<file path="src/rtl/spi_ctl_pkg.sv">
package spi_ctl_pkg;
  localparam logic [7:0] OP_WRITE   = 8'h02;
  localparam logic [7:0] OP_READ    = 8'h03;
  localparam int         FRAME_BITS = 32;

  typedef struct packed {
    logic [7:0]  op;
    logic [7:0]  idx;
    logic [15:0] data;
  } frame_t;
endpackage

</file>
<file path="src/rtl/spi_sync_edge.sv">
module spi_sync_edge #(
  parameter int            W       = 3,
  parameter logic [W-1:0]  RST_VAL = '0
) (
  input  logic         clk,
  input  logic         rst_n,
  input  logic [W-1:0] async_in,
  output logic [W-1:0] lvl,
  output logic [W-1:0] rise,
  output logic [W-1:0] fall
);
  for (genvar g = 0; g < W; g++) begin : g_bit
    logic s1_q, s2_q, s3_q;
    always_ff @(posedge clk or negedge rst_n) begin
      if (!rst_n) begin
        s1_q <= RST_VAL[g];
        s2_q <= RST_VAL[g];
        s3_q <= RST_VAL[g];
      end else begin
        s1_q <= async_in[g];
        s2_q <= s1_q;
        s3_q <= s2_q;
      end
    end
    assign lvl[g]  = s2_q;
    assign rise[g] = s2_q & ~s3_q;
    assign fall[g] = ~s2_q & s3_q;
  end
endmodule

</file>
<file path="src/rtl/spi_frame.sv">
module spi_frame
  import spi_ctl_pkg::*;
(
  input  logic        clk,
  input  logic        rst_n,
  input  logic        cs_act,
  input  logic        cs_end,
  input  logic        sck_rise,
  input  logic        sck_fall,
  input  logic        sdi_s,
  input  logic        busy,
  input  logic [15:0] rd_data,
  output logic [7:0]  rd_idx,
  output logic        frame_done,
  output frame_t      frame,
  output logic        sdo
);
  localparam int CNT_SAT = FRAME_BITS + 1;
  localparam int CW      = $clog2(CNT_SAT + 1);
  localparam logic [CW-1:0] CNT_MAX  = CW'(CNT_SAT);
  localparam logic [CW-1:0] CNT_FULL = CW'(FRAME_BITS);
  localparam logic [CW-1:0] CNT_HDR  = CW'(15);

  logic [CW-1:0] cnt_q, cnt_d;
  logic [31:0]   sr_q, sr_d;
  logic [15:0]   osr_q, osr_d;
  logic          sdo_q, sdo_d;
  logic [15:0]   hdr;

  assign hdr    = {sr_q[14:0], sdi_s};
  assign rd_idx = hdr[7:0];

  always_comb begin
    cnt_d = cnt_q;
    sr_d  = sr_q;
    osr_d = osr_q;
    sdo_d = sdo_q;
    if (!cs_act) begin
      cnt_d = '0;
      osr_d = '0;
      sdo_d = 1'b0;
    end else begin
      if (sck_rise) begin
        sr_d = {sr_q[30:0], sdi_s};
        if (cnt_q != CNT_MAX) cnt_d = cnt_q + 1'b1;
        if (cnt_q == CNT_HDR && hdr[15:8] == OP_READ && !busy) osr_d = rd_data;
      end
      if (sck_fall) begin
        sdo_d = osr_q[15];
        osr_d = {osr_q[14:0], 1'b0};
      end
    end
  end

  always_ff @(posedge clk or negedge rst_n) begin
    if (!rst_n) begin
      cnt_q <= '0;
      sr_q  <= '0;
      osr_q <= '0;
      sdo_q <= 1'b0;
    end else begin
      cnt_q <= cnt_d;
      sr_q  <= sr_d;
      osr_q <= osr_d;
      sdo_q <= sdo_d;
    end
  end

  assign frame_done = cs_end && (cnt_q == CNT_FULL);
  assign frame      = sr_q;
  assign sdo        = sdo_q;

  assert_cnt_bound_R4: assert property (@(posedge clk) disable iff (!rst_n)
    cnt_q <= CNT_MAX);
  assert_done_after_active_R3: assert property (@(posedge clk) disable iff (!rst_n)
    frame_done |-> $past(cs_act));
endmodule

</file>
<file path="src/rtl/spi_busy_ctr.sv">
module spi_busy_ctr #(
  parameter int CNT_W = 8
) (
  input  logic             clk,
  input  logic             rst_n,
  input  logic             start,
  input  logic [CNT_W-1:0] load_val,
  output logic             dreq
);
  logic [CNT_W-1:0] cnt_q, cnt_d;

  always_comb begin
    cnt_d = cnt_q;
    if (start)            cnt_d = load_val;
    else if (cnt_q != '0) cnt_d = cnt_q - 1'b1;
  end

  always_ff @(posedge clk or negedge rst_n) begin
    if (!rst_n) cnt_q <= '0;
    else        cnt_q <= cnt_d;
  end

  assign dreq = (cnt_q == '0);

  assert_fall_after_start_R7: assert property (@(posedge clk) disable iff (!rst_n)
    $fell(dreq) |-> $past(start));
  assert_rise_at_last_R7: assert property (@(posedge clk) disable iff (!rst_n)
    $rose(dreq) |-> ($past(cnt_q) == CNT_W'(1)));
  assert_start_when_idle_R8: assert property (@(posedge clk) disable iff (!rst_n)
    start |-> dreq);
endmodule

</file>
<file path="src/rtl/spi_ctl_slave.sv">
module spi_ctl_slave
  import spi_ctl_pkg::*;
#(
  parameter int NUM_REGS  = 8,
  parameter int BUSY_UNIT = 4,
  parameter int BUSY_W    = 8
) (
  input  logic clk,
  input  logic rst_n,
  input  logic cs_n,
  input  logic sck,
  input  logic sdi,
  output logic sdo,
  output logic dreq,
  output logic frame_rej
);
  localparam int         IDX_W    = (NUM_REGS > 1) ? $clog2(NUM_REGS) : 1;
  localparam logic [7:0] NUM_REGS_B = 8'(NUM_REGS);

  logic rst_s1_q, rst_n_i;
  always_ff @(posedge clk or negedge rst_n) begin
    if (!rst_n) begin
      rst_s1_q <= 1'b0;
      rst_n_i  <= 1'b0;
    end else begin
      rst_s1_q <= 1'b1;
      rst_n_i  <= rst_s1_q;
    end
  end

  logic [2:0] pin_lvl, pin_rise, pin_fall;
  spi_sync_edge #(.W(3), .RST_VAL(3'b001)) u_sync (
    .clk(clk), .rst_n(rst_n_i), .async_in({sdi, sck, cs_n}),
    .lvl(pin_lvl), .rise(pin_rise), .fall(pin_fall)
  );

  logic        frame_done;
  frame_t      frame;
  logic [7:0]  rd_idx;
  logic [15:0] rd_data;
  logic [NUM_REGS-1:0][15:0] regs_q;

  spi_frame u_frame (
    .clk(clk), .rst_n(rst_n_i),
    .cs_act(~pin_lvl[0]), .cs_end(pin_rise[0]),
    .sck_rise(pin_rise[1]), .sck_fall(pin_fall[1]), .sdi_s(pin_lvl[2]),
    .busy(~dreq), .rd_data(rd_data), .rd_idx(rd_idx),
    .frame_done(frame_done), .frame(frame), .sdo(sdo)
  );

  logic              wr_ok, rej_d, rej_q;
  logic [BUSY_W-1:0] busy_val;
  int                busy_int;

  always_comb begin
    rd_data  = (rd_idx < NUM_REGS_B) ? regs_q[rd_idx[IDX_W-1:0]] : 16'h0000;
    wr_ok    = frame_done && dreq && frame.op == OP_WRITE && frame.idx < NUM_REGS_B;
    rej_d    = frame_done && !dreq;
    busy_int = BUSY_UNIT * (int'(frame.idx) + 1) + int'(frame.data[3:0]);
    busy_val = busy_int[BUSY_W-1:0];
  end

  always_ff @(posedge clk or negedge rst_n_i) begin
    if (!rst_n_i) begin
      regs_q <= '0;
      rej_q  <= 1'b0;
    end else begin
      rej_q <= rej_d;
      if (wr_ok) regs_q[frame.idx[IDX_W-1:0]] <= frame.data;
    end
  end

  spi_busy_ctr #(.CNT_W(BUSY_W)) u_busy (
    .clk(clk), .rst_n(rst_n_i), .start(wr_ok), .load_val(busy_val), .dreq(dreq)
  );

  assign frame_rej = rej_q;

  assert_no_write_while_busy_R8: assert property (@(posedge clk) disable iff (!rst_n_i)
    !dreq |=> $stable(regs_q));
  assert_rej_follows_busy_R8: assert property (@(posedge clk) disable iff (!rst_n_i)
    frame_rej |-> $past(!dreq));
  assert_sdo_idle_R10: assert property (@(posedge clk) disable iff (!rst_n_i)
    (pin_lvl[0] && $past(pin_lvl[0])) |-> !sdo);
endmodule

</file>
<file path="config.mk">
export PLATFORM = sky130hd
export DESIGN_NAME = spi_ctl_slave
export DESIGN_NICKNAME = d
export VERILOG_FILES = /design/src/rtl/spi_ctl_pkg.sv /design/src/rtl/spi_sync_edge.sv /design/src/rtl/spi_frame.sv /design/src/rtl/spi_busy_ctr.sv /design/src/rtl/spi_ctl_slave.sv
export SDC_FILE = /design/constraint.sdc
export NUM_CORES = 1
export LEC_CHECK = 0
export BUFFER_PORTS_ARGS = -buffer_cell sky130_fd_sc_hd__clkbuf_2
export CAP_MARGIN = 30
export CORE_ASPECT_RATIO = 2
export CORE_UTILIZATION = 45
export DETAILED_ROUTE_END_ITERATION = 6
export GPL_TIMING_DRIVEN = 0
export PLACE_DENSITY_LB_ADDON = 0.3
export SYNTH_ARGS = -nofsm -noshare
export SYNTH_HDL_FRONTEND = slang
export SYNTH_HIERARCHICAL = 1
export SYNTH_SLANG_ARGS = --single-unit
</file>
<file path="constraint.sdc">
create_clock -name clk -period 7.5 [get_ports clk]
set_input_delay 0.375 -clock clk [delete_from_list [all_inputs] [get_ports clk]]
set_output_delay 0.375 -clock clk [all_outputs]
set_load 0.02 [all_outputs]
</file>
# == Yosys cells after proc, flatten, opt, wreduce, memory -nomap -nowiden ==
# Cells that the tools add are included.
# op_classes
n_addsub,4
order_cmp,5
eq_ne,5
n_mux,17
n_bitwise,7
n_reduce_logical,20
# op_table
operator,n
bitwise mux 128 bit,1
2-to-1 mux 16 bit,7
binary-select mux 16 bit (select 3 bit),1
demux 16 bit (select 3 bit),1
2-to-1 mux 6 bit,3
== test 8 x 2 -> 1 bit (second input constant),2
less-than comparator 8 x 4 -> 1 bit (second input constant),2
2-to-1 mux 8 bit,2
adder 6 x 1 -> 6 bit (second input constant),2
adder 8 x 4 -> 8 bit,1
logical AND 1 bit,8
logical NOT 8 bit,1
less-than comparator 3 x 4 -> 1 bit (second input constant),2
nonzero test 2 bit,4
nonzero test 8 bit,1
subtractor 8 x 1 -> 8 bit (second input constant),1
== test 6 x 4 -> 1 bit (second input constant),1
== test 6 bit (second input constant),1
inequality test 6 bit (second input constant),1
AND reduction 2 bit,3
nonzero test 3 bit,2
NOT 1 bit,4
bitwise AND 1 bit,3
>= comparator 3 x 1 -> 1 bit (second input constant),1
2 further kinds,3
# word_totals
register_bits,202
out_inout_bits,3
word_cells,82

# == Depth between registers and ports, before layout ==
# Gate-level depths: netlist of run 1.
# depth
word_depth,7
mapped_depth,11
ltp_nobuf,10

# == Hierarchy ==
# Netlist of run 1, hierarchy kept.
# modules_own_cells
module,instances,cells_each,area_each_um2,seq_area_each_um2
spi_ctl_slave,1,400,6216.0,3278.1
spi_frame,1,186,2439.8,1376.3
spi_busy_ctr,1,54,476.7,200.2
spi_sync_edge,1,18,289.0,229.0

# == Worst setup path before layout of run 1 ==
# Ideal clock, no wire load.
# synth_path
path_type,reg-to-reg
from,register u_busy.cnt_q[0]
to,register regs_q[69] (netlist name)
setup_time_ns,0.125
t_arrival_ns,3.146
required_time_ns,7.375
slack_ns,4.229
stages_incl_launch_ff,11
period_less_slack_ns,3.271
cell_sequence,dfrtp_1 inv_1 ha_1 or3b_1 clkbuf_2 nor2_1 nor4b_2 nand4_2 nor3b_4 buf_6 mux2_2
# synth_between
elab_chain_cells,4
# synth_rtl
item,line_no,rtl
"start, declared",spi_busy_ctr.sv:10,"logic [CNT_W-1:0] cnt_q, cnt_d;"
"start signal, assigned",spi_busy_ctr.sv:20,else cnt_q <= cnt_d;
logical NOT 8 bit,spi_busy_ctr.sv:23,assign dreq = (cnt_q == '0);
via dreq,spi_ctl_slave.sv:14,"output logic dreq,"
logical AND 1 bit (3 in series),spi_ctl_slave.sv:57,wr_ok = frame_done && dreq && frame.op == OP_WRITE && frame.idx < NUM_REGS_B;
"end signal, assigned by index",spi_ctl_slave.sv:69,if (wr_ok) regs_q[frame.idx[IDX_W-1:0]] <= frame.data;
"end, declared",spi_ctl_slave.sv:41,logic [NUM_REGS-1:0][15:0] regs_q;
# The timed path passes the listed nets, and every way through them passes these cells.
# A chain may end at the register's enable or synchronous reset.

# == Worst setup path after layout of run 1 ==
# layout_path
from,register u_busy.cnt_q[0]
to,register regs_q[76] (netlist name)
# layout_between
elab_chain_cells,4
# layout_rtl
item,line_no
logical NOT 8 bit,spi_busy_ctr.sv:23
logical AND 1 bit (3 in series),spi_ctl_slave.sv:57
# No other way between the ends.

==> reports/metrics.yaml, run 1 <==
cp.required_ns: 7.88
num_vias: 5435
routabilityCongestion: 0.8045
postRouteAntennaNets: 0
sw_frac_of_total: 0.2511
period_share: 0.5298
die_h_um: 206.1
reg2reg_to: "regs_q[76]"
synthesis.nets: 666
syn-cell-area_mm2: 0.009370
die_area_mm2: 0.02144
drt_iter0_drc: 261
critical-path-top-delay-family: "simple AND/OR/NAND/NOR gates"
worstSetupStartpointType: "flip-flop"
slowest_stage: "nor3b_4"
clock_latency_ns: 0.49
die_w_um: 104.0
diodes: 0
max_slew_margin: 0.4419
p_int_uw: 1768
grt_first_pass_wirelength_mm: 32.95
skew_ns: 0.009344
critPathKind: "flip-flop to flip-flop"
yosys_warnings: 6
hpwlAfterDp_mm: 14.58
grt_max_degree: 77
path_clk_slew_ns: 0.07
ir_drop_v: 0.0001762
ctsResizeCount: 0
clock_tree.buffer_depth: 3
placed_cells: 928
first_global_vias: 5913
worstRegToRegCells: 10
portBuffers: 7
final_util: 0.5141
setup-tns-final_ns: 0
initial_utilization: 0.4600
rsz0062_at_grt: "no"
setup_viol: 0
io_pins: 8
postSynthAreaPerCell_um2: 14.35
hp-class: "flip-flop to async pin"
h-tree-depth: 1
rr_startpoint: "u_busy/cnt_q[0]"
final_common_cell: "dfrtp_1"
cp_max_fo: 10
fin_crit_ns: 3.973
grt_overflow: 0
hold_viol: 0
p_leak_uw: 0.005020
cap_violations: 0
rrSetupSlack_ns: 3.53
worst_slew_pin_slew_ns: 0.8371
clock-sinks: 202
p_per_area_mw_per_mm2: 225.4
fill_cells: 1782
tritoncts: "built"
drc: 0
end_kind: "flip-flop"
critPathMaxStageDelay_ns: 0.59
hold_ws_ns: 0.1129
nets: 701
routed_wl_mm: 20.69
cp_cell_sequence: "inv_1 > ha_1 > or3b_1 > clkbuf_2 > nor2_1 > nor4b_2 > nand4_2 > nor3b_4 > buf_6 > mux2_2"
cts_buffers: 19
drive_gt1_frac: 0.3857
fin_cells: 966
seq_power_share: 0.504
combPwrFrac: 0.087
grt_usage: 0.2021
antenna_found_initial: 0
synthCells: 653
area_growth_pct: 11.76
p_sw_uw: 592.7
core_area_mm2: 0.02037
clock.fmax_ghz: 0.2517
final_cell_mix: "dfrtp_1 (198), mux2_2 (157), mux2i_1 (34), mux4_2 (32), nor2_1 (26)"
slew_viol_final: 0
status: "finished clean"
wl_per_cell_um: 21.41
vias_per_cell: 5.626
cts_root_buf: "clkbuf_16"
rows: 74
crit_buf_inv: 3
firstDrtPassIters: 4
critPathArrivalTime_ns: 4.35
pwr-share-clk: 0.408
-- worst reg2reg max path: stages, from the launching register on --
cell and delay, ns:
dfrtp_1 0.42, inv_1 0.10, ha_1 0.25, or3b_1 0.37, clkbuf_2 0.17, nor2_1 0.57
nor4b_2 0.44, nand4_2 0.33, nor3b_4 0.59, buf_6 0.26, mux2_2 0.36
-- flip-flops by register name, indices dropped and copies added, names as in the netlist --
| register | flops |
|---|---|
| frame_rej | 1 |
| regs_q | 128 |
| rst_n_i | 1 |
| rst_s1_q | 1 |
| u_busy/cnt_q | 8 |
| u_frame/cnt_q | 6 |
| u_frame/frame | 32 |
| u_frame/osr_q | 16 |
| u_frame/sdo | 1 |
| u_sync/g_bit.s1_q | 3 |
| u_sync/g_bit.s2_q | 3 |
| u_sync/g_bit.s3_q | 2 |
-- how the worst max path moves through the flow --
stage | from | to | slack (ns) | cells after the start
2_1_floorplan | rst_n_i | frame_rej | 1.46 | 0
3_3_place_gp | rst_n_i | u_frame/osr_q[8] | -0.23 | 0
3_5_place_dp | u_busy/cnt_q[0] | regs_q[37] | 3.52 | 10
4_1_cts | u_busy/cnt_q[0] | regs_q[37] | 3.52 | 10
5_1_grt | u_busy/cnt_q[0] | regs_q[38] | 3.34 | 10
6_report | u_busy/cnt_q[0] | regs_q[76] | 3.53 | 10
-- layout make-up --
| class | count | area [um^2] | share of cell area |
|---|---|---|---|
| timing repair buffer | 14 | 157.7 | 0.01505 |
| inverter | 15 | 56.30 | 0.005376 |
| tap | 266 | 332.8 | 0.03178 |
| clock buffer | 27 | 525.5 | 0.05018 |
| buffer | 44 | 265.3 | 0.02533 |
| sequential | 202 | 5062 | 0.4834 |
| clock inverter | 6 | 82.58 | 0.007885 |
| multi-input combinational | 392 | 3990 | 0.3810 |
-- power groups by stage --
stage	logic (uW)	clock network (uW)	registers, uW
after floorplan	140	0	1190
after global placement	178	0	1230
after detailed placement	198	0	1220
after CTS	200	983	1200
after global routing	227	1020	1200
final	206	963	1190
-- per-layer routing --
layer	wire, um	track usage	vias up
li1	-	-	2442
met4	999	0.1077	0
met5	0	0	-
met2	12090	0.4060	71
met1	7139	0.1992	2878
met3	451	0.02176	44
-- repair_timing --
action,in CTS,in global routing
buffers inserted,0,0
hold endpoints to repair,5,0
hold buffers,4,0
-- stage by stage --
step / worst slack, ns / instance area, um^2 / power (uW)
final: 3.527 / 10470 / 2361
after global routing: 3.344 / 10470 / 2450
after CTS: 3.517 / 10450 / 2382
after detailed placement: 3.522 / 9797 / 1417
after global placement: -0.2339 / 9738 / 1406
after floorplan: 1.459 / 9370 / 1333
No activity file was read; power rests on OpenSTA's default activity.
==> inputs of run 2 (changes only) <==
- clock period: 7.5 -> 3.4 ns (I/O delays scaled with it)
==> run 2 against run 1 <==
Compared with the run above:
- fmax increased by 25%
- via count down 0.37%
- sequential cell count did not move
- global-route usage rose by 0.27 points
- die area did not move
- non-clock buffer count increased by 7
- utilization hardly changed
- largest cell class unchanged
- highest routed layer unchanged
==> reports/metrics.yaml, run 2 (synthesized netlist as in run 1, its figures left out) <==
finalInstanceArea_mm2: 0.01048
hold_ws_ns: 0.008138
max_slew_margin: 0.4245
diodes: 0
cpMostUsedCell: "nor2_4"
period_share: 0.9366
cap_violations: 0
postPlaceCellArea_mm2: 0.009797
wl_per_cell_um: 21.26
io_pins: 8
crit_buf_inv: 3
clock_latency_ns: 0.48
grt_max_degree: 76
drive_gt1_frac: 0.3881
worstRegToRegCells: 10
slowest_stage: "dfrtp_1"
cp_num_cells: 10
initial_utilization: 0.4600
cts_root_buf: "clkbuf_16"
cp.required_ns: 3.76
grt_first_pass_wirelength_mm: 33.51
vias_per_cell: 5.571
cts_buffers: 18
routabilityCongestion: 0.8199
worstSetupStartpointType: "flip-flop"
p_per_area_mw_per_mm2: 479.7
routed_wl_mm: 20.67
die_h_um: 206.1
antenna_found_initial: 0
power_uw: 5027
firstDrtPassIters: 4
area_growth_pct: 11.83
core_area_mm2: 0.02037
die_area_mm2: 0.02144
cp_max_fo: 10
first_global_vias: 6067
ir_drop_v: 0.0004228
clock_tree.buffer_depth: 3
hp-class: "input pin to async pin"
critical-path-top-delay-family: "simple AND/OR/NAND/NOR gates"
drc: 0
seqCellArea_mm2: 0.005062
end_kind: "flip-flop"
worst_slew_pin_slew_ns: 0.8633
path_clk_slew_ns: 0.06
largest_register_ffs: 128
setup_viol: 0
h-tree-depth: 1
postRouteAntennaNets: 0
rows: 74
hpwlAfterDp_mm: 14.50
top_register: "regs_q"
clock-sinks: 202
skew_ns: 0.008543
portBuffers: 7
p_leak_uw: 0.005032
slew_viol_final: 0
critPathArrivalTime_ns: 3.55
nets: 707
cp_cell_sequence: "inv_1 > ha_1 > or3b_1 > clkbuf_2 > nor2_4 > nor4b_4 > nand4_2 > nor2_4 > buf_4 > mux2_2"
tritoncts: "built"
grt_overflow: 0
rsz0062_at_grt: "no"
fin_crit_ns: 3.184
status: "finished clean"
fill_cells: 1797
die_w_um: 104.0
final_common_cell: "dfrtp_1"
clock.fmax_ghz: 0.3140
critPathMaxStageDelay_ns: 0.42
final_cell_mix: "dfrtp_1 (198), mux2_2 (157), mux2i_1 (34), mux4_2 (32)"
multi_input_area_mm2: 0.004018
drt_iter0_drc: 232
grt_usage: 0.2048
num_vias: 5415
hold_viol: 0
critPathKind: "flip-flop to flip-flop"
run 2: through the flow:
stage | cells | setup WS, ns | setup TNS, ns | util
2_1_floorplan | 653 | 0.07532 | 0 | -
3_3_place_gp | 926 | -0.8252 | -185.40 | 0.4781
3_5_place_dp | 928 | -0.4861 | -36.86 | 0.4810
4_1_cts | 969 | 0.02462 | 0 | 0.5129
5_1_grt | 972 | 0.04787 | 0 | 0.5144
6_report | 972 | 0.2155 | 0 | 0.5144
run 2: what timing repair did:
item	in CTS	in global routing
hold buffers	4	0
pin swaps	3	1
setup endpoints to repair	130	72
endpoints found under the hold margin	5	0
resized for setup	4	3
cloned	0	0
setup buffers	5	3
run 2: area by class of cell:
type,count,share of cell area
Sequential cell,202,0.4831
Multi-Input combinational cell,392,0.3834
Clock buffer,30,0.04931
Tap cell,266,0.03176
Buffer,44,0.02555
Timing Repair Buffer,21,0.01815
Inverter,15,0.005373
Clock inverter,2,0.003343
run 2: path summary, 6_finish.rpt:
path | from | endpoint | slack, ns
max | u_busy/cnt_q[0] | regs_q[102] | 0.22
min | rst_n | rst_n_i | 0.008
max reg2reg | u_busy/cnt_q[0] | regs_q[102] | 0.22
min reg2reg | u_sync/g_bit[1].s1_q | u_sync/g_bit[1].s2_q | 0.34
max in group asynchronous | rst_n_i | u_sync/g_bit[0].s2_q | 1.74
min in group clk | cs_n | u_sync/g_bit[0].s1_q | 0.33
run 2: power breakdown:
part,switching (uW),internal [uW]
Sequential,173,2470
Combinational,236,199
Clock,839,1110
Total,1250,3780
run 2: metal layers:
| layer | wire length, um | track usage |
|---|---|---|
| met1 | 7204 | 0.2092 |
| met2 | 11910 | 0.4014 |
| met3 | 470 | 0.02050 |
| met5 | 0 | 0 |
| met4 | 1084 | 0.1148 |
